$ cat config.mk
export PLATFORM = sky130hd
export DESIGN_NAME = cla_two_level_adder
export DESIGN_NICKNAME = d
export VERILOG_FILES = /design/src/rtl/cla_pkg.sv /design/src/rtl/cla_bit_terms.sv /design/src/rtl/cla_lookahead_cell.sv /design/src/rtl/cla_sum_stage.sv /design/src/rtl/cla_two_level_adder.sv
export SDC_FILE = /design/constraint.sdc
export NUM_CORES = 1
export LEC_CHECK = 0
export ABC_CLOCK_PERIOD_IN_PS = 2600
export CAP_MARGIN = 5
export CORE_AREA = 2 2 63 53
export DETAILED_ROUTE_END_ITERATION = 7
export DIE_AREA = 0 0 65 55
export REMOVE_ABC_BUFFERS = 1
export SETUP_SLACK_MARGIN = 0.5
export SLEW_MARGIN = 20
export SYNTH_ARGS = -nofsm -noshare
export SYNTH_HDL_FRONTEND = slang
export SYNTH_SLANG_ARGS = --single-unit
$ cat constraint.sdc
create_clock -name vclk -period 2.6
set_input_delay 0.52 -clock vclk [all_inputs]
set_output_delay 0.52 -clock vclk [all_outputs]
set_load 0.02 [all_outputs]
$ cat src/rtl/cla_pkg.sv
// Package: shared types and defaults for the two-level lookahead adder.
// Assumes: nothing; it holds declarations only.
package cla_pkg;

    // How the top-level carry-out is formed.
    typedef enum logic {
        CO_GROUP  = 1'b0,   // from word group generate/propagate and carry-in
        CO_RIPPLE = 1'b1    // one ripple step from the top bit's carry
    } co_mode_e;

    // Default number of bits per lookahead slice (and slices per word).
    localparam int unsigned CLA_SLICE_DEFAULT = 4;

endpackage

$ cat src/rtl/cla_bit_terms.sv
// Module: per-bit generate (AND) and propagate (XOR) terms of two operands.
// Assumes: operands are plain unsigned vectors of equal width.
module cla_bit_terms #(
    parameter int unsigned W = 16
) (
    input  logic [W-1:0] a_i,
    input  logic [W-1:0] b_i,
    output logic [W-1:0] gen_o,
    output logic [W-1:0] prop_o
);

    // Form generate and propagate for every bit position.
    always_comb begin : bit_terms
        gen_o  = a_i & b_i;
        prop_o = a_i ^ b_i;
    end

endmodule

$ cat src/rtl/cla_lookahead_cell.sv
// Module: N-input lookahead carry generator. From N generate/propagate pairs
// and an incoming carry it forms the N-1 inner carries in fully expanded
// sum-of-products form, plus group generate and group propagate.
// Assumes: N >= 2; carry_o[k-1] is the carry entering position k of the group.
module cla_lookahead_cell #(
    parameter int unsigned N = 4
) (
    input  logic [N-1:0] gen_i,
    input  logic [N-1:0] prop_i,
    input  logic         cin_i,
    output logic [N-2:0] carry_o,
    output logic         grp_g_o,
    output logic         grp_p_o
);

    // Expanded inner carries: c(k) = OR_j g(j)*p(j+1..k-1) + cin*p(0..k-1).
    always_comb begin : inner_carries
        logic acc;
        logic prod;
        for (int k = 1; k < int'(N); k++) begin
            acc = cin_i;
            for (int m = 0; m < k; m++) begin
                acc = acc & prop_i[m];
            end
            for (int j = 0; j < k; j++) begin
                prod = gen_i[j];
                for (int m = j + 1; m < k; m++) begin
                    prod = prod & prop_i[m];
                end
                acc = acc | prod;
            end
            carry_o[k-1] = acc;
        end
    end

    // Group generate: some bit generates and every bit above it propagates.
    always_comb begin : group_generate
        logic acc;
        logic prod;
        acc = 1'b0;
        for (int j = 0; j < int'(N); j++) begin
            prod = gen_i[j];
            for (int m = j + 1; m < int'(N); m++) begin
                prod = prod & prop_i[m];
            end
            acc = acc | prod;
        end
        grp_g_o = acc;
    end

    // Group propagate: every bit passes a carry through.
    always_comb begin : group_propagate
        grp_p_o = &prop_i;
    end

    // a group that propagates end to end cannot also generate.
    always_comb begin : chk_cell_exclusive
        if (grp_p_o) begin
            a_r5_cell_prop_excludes_gen: assert (!grp_g_o)
                else $error("R5: cell group propagate and generate both high");
        end
    end

endmodule

$ cat src/rtl/cla_sum_stage.sv
// Module: final sum XOR of per-bit propagate with the carry entering each bit.
// Assumes: carry_i[i] is the carry into bit i (carry_i[0] is the word carry-in).
module cla_sum_stage #(
    parameter int unsigned W = 16
) (
    input  logic [W-1:0] prop_i,
    input  logic [W-1:0] carry_i,
    output logic [W-1:0] sum_o
);

    // Sum bit is propagate XOR incoming carry.
    always_comb begin : sum_xor
        sum_o = prop_i ^ carry_i;
    end

endmodule

$ cat src/rtl/cla_two_level_adder.sv
// Module: combinational adder of SLICE*SLICE bits built from two levels of
// lookahead cells. First-level cells reduce each slice and form its inner
// carries; one second-level cell forms the carries into each slice and the
// word group terms. CO_MODE picks how the carry-out is built.
// Assumes: purely combinational, no clock; SLICE >= 2.
module cla_two_level_adder #(
    parameter int unsigned       SLICE   = cla_pkg::CLA_SLICE_DEFAULT,
    parameter cla_pkg::co_mode_e CO_MODE = cla_pkg::CO_GROUP
) (
    input  logic [SLICE*SLICE-1:0] op_x,
    input  logic [SLICE*SLICE-1:0] op_y,
    input  logic                   carry_in,
    output logic [SLICE*SLICE-1:0] sum,
    output logic                   carry_out,
    output logic                   grp_gen,
    output logic                   grp_prop
);

    localparam int unsigned W   = SLICE * SLICE;
    localparam int unsigned NSL = SLICE;
    localparam int unsigned W1  = W + 1;

    logic [W-1:0]   bit_g;
    logic [W-1:0]   bit_p;
    logic [W-1:0]   bit_c;      // carry into each bit
    logic [NSL-1:0] slc_g;
    logic [NSL-1:0] slc_p;
    logic [NSL-1:0] slc_c;      // carry into each slice
    logic [NSL-2:0] lvl2_c;

    cla_bit_terms #(.W(W)) u_terms (
        .a_i    (op_x),
        .b_i    (op_y),
        .gen_o  (bit_g),
        .prop_o (bit_p)
    );

    // Second level: slice group terms to slice carries and word group terms.
    cla_lookahead_cell #(.N(NSL)) u_level2 (
        .gen_i   (slc_g),
        .prop_i  (slc_p),
        .cin_i   (carry_in),
        .carry_o (lvl2_c),
        .grp_g_o (grp_gen),
        .grp_p_o (grp_prop)
    );

    assign slc_c = {lvl2_c, carry_in};

    // First level: one lookahead cell per slice.
    for (genvar q = 0; q < int'(NSL); q++) begin : g_slice
        cla_lookahead_cell #(.N(SLICE)) u_level1 (
            .gen_i   (bit_g[q*SLICE +: SLICE]),
            .prop_i  (bit_p[q*SLICE +: SLICE]),
            .cin_i   (slc_c[q]),
            .carry_o (bit_c[q*SLICE+1 +: SLICE-1]),
            .grp_g_o (slc_g[q]),
            .grp_p_o (slc_p[q])
        );
        assign bit_c[q*SLICE] = slc_c[q];
    end

    cla_sum_stage #(.W(W)) u_sum (
        .prop_i  (bit_p),
        .carry_i (bit_c),
        .sum_o   (sum)
    );

    // Carry-out variant chosen by CO_MODE.
    if (CO_MODE == cla_pkg::CO_RIPPLE) begin : g_co_ripple
        assign carry_out = bit_g[W-1] | (bit_p[W-1] & bit_c[W-1]);
    end else begin : g_co_group
        assign carry_out = grp_gen | (grp_prop & carry_in);
    end

    // sum and carry-out together equal the arithmetic total.
    always_comb begin : chk_total
        a_r1_r2_total: assert ({carry_out, sum} ==
                               ({1'b0, op_x} + {1'b0, op_y} + W1'(carry_in)))
            else $error("R1/R2: adder total mismatch");
    end

    // each carry from either level agrees with the one-bit carry step.
    always_comb begin : chk_carry_step
        for (int i = 0; i < int'(W) - 1; i++) begin
            a_r6_carry_step: assert (bit_c[i+1] ==
                                     (bit_g[i] | (bit_p[i] & bit_c[i])))
                else $error("R6: carry into bit %0d inconsistent", i + 1);
        end
    end

    // full-word propagate passes carry-in straight through.
    always_comb begin : chk_passthrough
        if (grp_prop) begin
            a_r5_word_passthrough: assert (!grp_gen && (carry_out == carry_in))
                else $error("R5: propagate chain did not pass carry-in");
        end
    end

    // both carry-out formulations agree.
    always_comb begin : chk_co_forms
        a_r7_co_forms_agree: assert ((grp_gen | (grp_prop & carry_in)) ==
                                     (bit_g[W-1] | (bit_p[W-1] & bit_c[W-1])))
            else $error("R7: carry-out formulations differ");
    end

endmodule

==> out/summary.txt <==
Design Power -> 0.601 mW
critical path cell sequence -> buf_2, ha_4, nand4_1, o221ai_4, a21oi_4, o21bai_4, ha_2, o21a_1, o21a_1, nor2_1, xnor2_1, buf_4
number of sequential storage elements -> 0
Synth Area in Compound Gates -> 25.2%
Sum Neg Setup Slack -> -2.80 ns
crit end category -> output port
Final ANT Viol Nets -> 0
critical path's slowest cell -> ha_4
vias per inst -> 4.66
most area-hungry cell type in the Yosys netlist -> ha_1
Die Height -> 55 um
CP arrival -> 2.46 ns
detailed-router iteration count before antenna repair -> 4
GRT Overall Usage -> 16.5%
Max Clk Rate -> 0.335 GHz
violated checks -> negative setup slack
peak supply drop -> 0.000158 V
# hold bufs at CTS -> 0
sequential area share after synthesis -> 0%
Hold Fails Final Rpt -> 0
initial antenna violation count -> 0
Hold Path Class -> in -> out
PwrDens -> 300 nW/um^2
Post-Syn Area -> 704 um^2
status -> finished with violations
GPL Wtd Cong -> 0.808
Worst Path Class, Setup -> in -> out
max cap viols -> 0
routed wire length -> 3.34 mm
critical path fanouts, max -> 3
post-synthesis xor/xnor area fraction -> 9.95%
Slew Limit Fails -> 0
YS warnings -> 0
drt initial violations -> 32
Max stage delay on crit path -> 0.24 ns
Routed WL per cell -> 14.4 um
PortBufs -> 52
first-pass GRT wire length -> 4.68 mm
# rows -> 18
Reg area -> 0 um^2
Area growth, synth to finish -> 185%
Tmin final -> 2.98 ns
main combinational cell family by area after synthesis -> adder cells
Worst path most repeated cell -> o21a_1
mux cell area share after synthesis -> 0%
global route total overflow -> 0
fin worst setup slack -> -0.381 ns
width of the die -> 65 um
Detailed Place HPWL -> 1.96 mm
Ports -> 52
count of cell types in the netlist -> 19
Worst-Margin Slew -> 0.222 ns
Final Cycle Share -> 115%
# DRC -> 0
Post-Synthesis Cells -> 87
Avg Synthesized Cell Area -> 8.10 um^2
CP Launch Type -> input pin
die area -> 3580 um^2
Starting Density -> 23.9%
final design utilization -> 68.0%
Core Region -> 2950 um^2
Leak Pwr -> 0.885 nW
vias in the first global route -> 1101
WP data required -> 2.08 ns
adder-cell area share of the yosys netlist -> 46.9%
Vias -> 1076
top cell type's share of synthesized area -> 35.5%
# diodes -> 0
CLK BUF -> 0
top cells by area, synth -> ha_1, fa_1, o21a_1
final net count -> 250
RSZ-0062 raised after global routing -> yes
layout cells sized above 1 -> 77.0%
slew margin rel. -> 85.1%
Final setup viols -> 11
largest net degree at the start of global routing -> 5
Post-Synth Simple-Gate Area -> 15.3%
[logic make-up after synthesis]
group | count (synthesis)
compound gates | 26
xor+xnor | 8
fa+ha+maj | 24
buf+inv | 5
simple gates | 24
[timing repair]
item | CTS | global route
endpoints found under the setup margin | 19 | 18
pin swaps | 47 | 32
setup buffers | 17 | 3
gates resized for setup | 273 | 33
cloned | 0 | 0
[synthesized netlist by cell type, drive strengths merged]
| library cell | instances |
|---|---|
| ha | 20 |
| nor2 | 10 |
| a21oi | 8 |
| o21a | 8 |
| nand2 | 6 |
| inv | 5 |
| o21ai | 5 |
| xnor2 | 5 |
| fa | 4 |
| nor3 | 4 |
| xor2 | 3 |
| a21o | 2 |
| nand4 | 2 |
| a221oi | 1 |
| and4 | 1 |
| nor4 | 1 |
| o21bai | 1 |
| o221ai | 1 |
[routing by layer]
metal  wire length (um)  vias to the layer above  global-route usage (%)
met5                  0                        -                       0
met4                 67                        0                    2.48
met3                123                        6                   0.810
met2               1880                       29                    35.6
met1               1260                      516                    18.5
li1                   -                      525                       -
[final timing paths]
check | from | end | slack [ns] | cells after the start
min | op_y[12] | sum[12] | 1.47 | 3
max | op_y[2] | sum[15] | -0.38 | 12
[cells in the final DEF, fill, tap and decap left out]
cell type         n
a21o_1            2
a21oi_1           1
a21oi_2           1
a21oi_4           6
a221oi_4          1
and4_4            1
buf_2            13
buf_4            52
buf_6            25
buf_8             2
clkbuf_2          6
clkdlybuf4s15_1   3
dlygate4sd2_1     3
fa_2              4
ha_2              3
ha_4             17
inv_1             2
inv_2             3
nand2_1           3
nand2_2           2
nand2_4           1
nand4_1           2
nor2_1            6
nor2_2            3
nor2_4            1
nor3_1            4
nor4_4            1
o21a_1            8
o21ai_0           1
o21ai_1           1
o21ai_2           2
o21ai_4           1
o21bai_4          1
o221ai_4          1
xnor2_1           5
xor2_1            3
[critical path, delay by kind of cell]
family,cells,cell delay (ns)
simple gates,2,0.28
compound gates,5,0.82
buf+inv,2,0.28
xor+xnor,1,0.13
fa+ha+maj,2,0.43
[where the power goes]
| group | internal [mW] | total [mW] | switching (mW) |
|---|---|---|---|
| registers | 0 | 0 | 0 |
| logic | 0.327 | 0.601 | 0.274 |
| clock network | 0 | 0 | 0 |
[final cells by class]
class	count	area [um^2]
Fill cell	222	943
Inverter	5	18.8
Multi-Input combinational cell	82	1080
Timing Repair Buffer	104	853
Tap cell	40	50.0
[metrics by stage]
step	std cells	setup WS [ns]	hold slack, ns	cell area, um^2
6_report	231	-0.381	1.47	2010
5_1_grt	231	-0.457	1.49	2010
4_1_cts	228	-0.380	1.49	1910
3_5_place_dp	211	-1.40	2.26	1520
3_3_place_gp	211	-1.28	2.26	1520
2_1_floorplan	87	-0.325	1.30	704
Power figures use the tool's default switching activity.
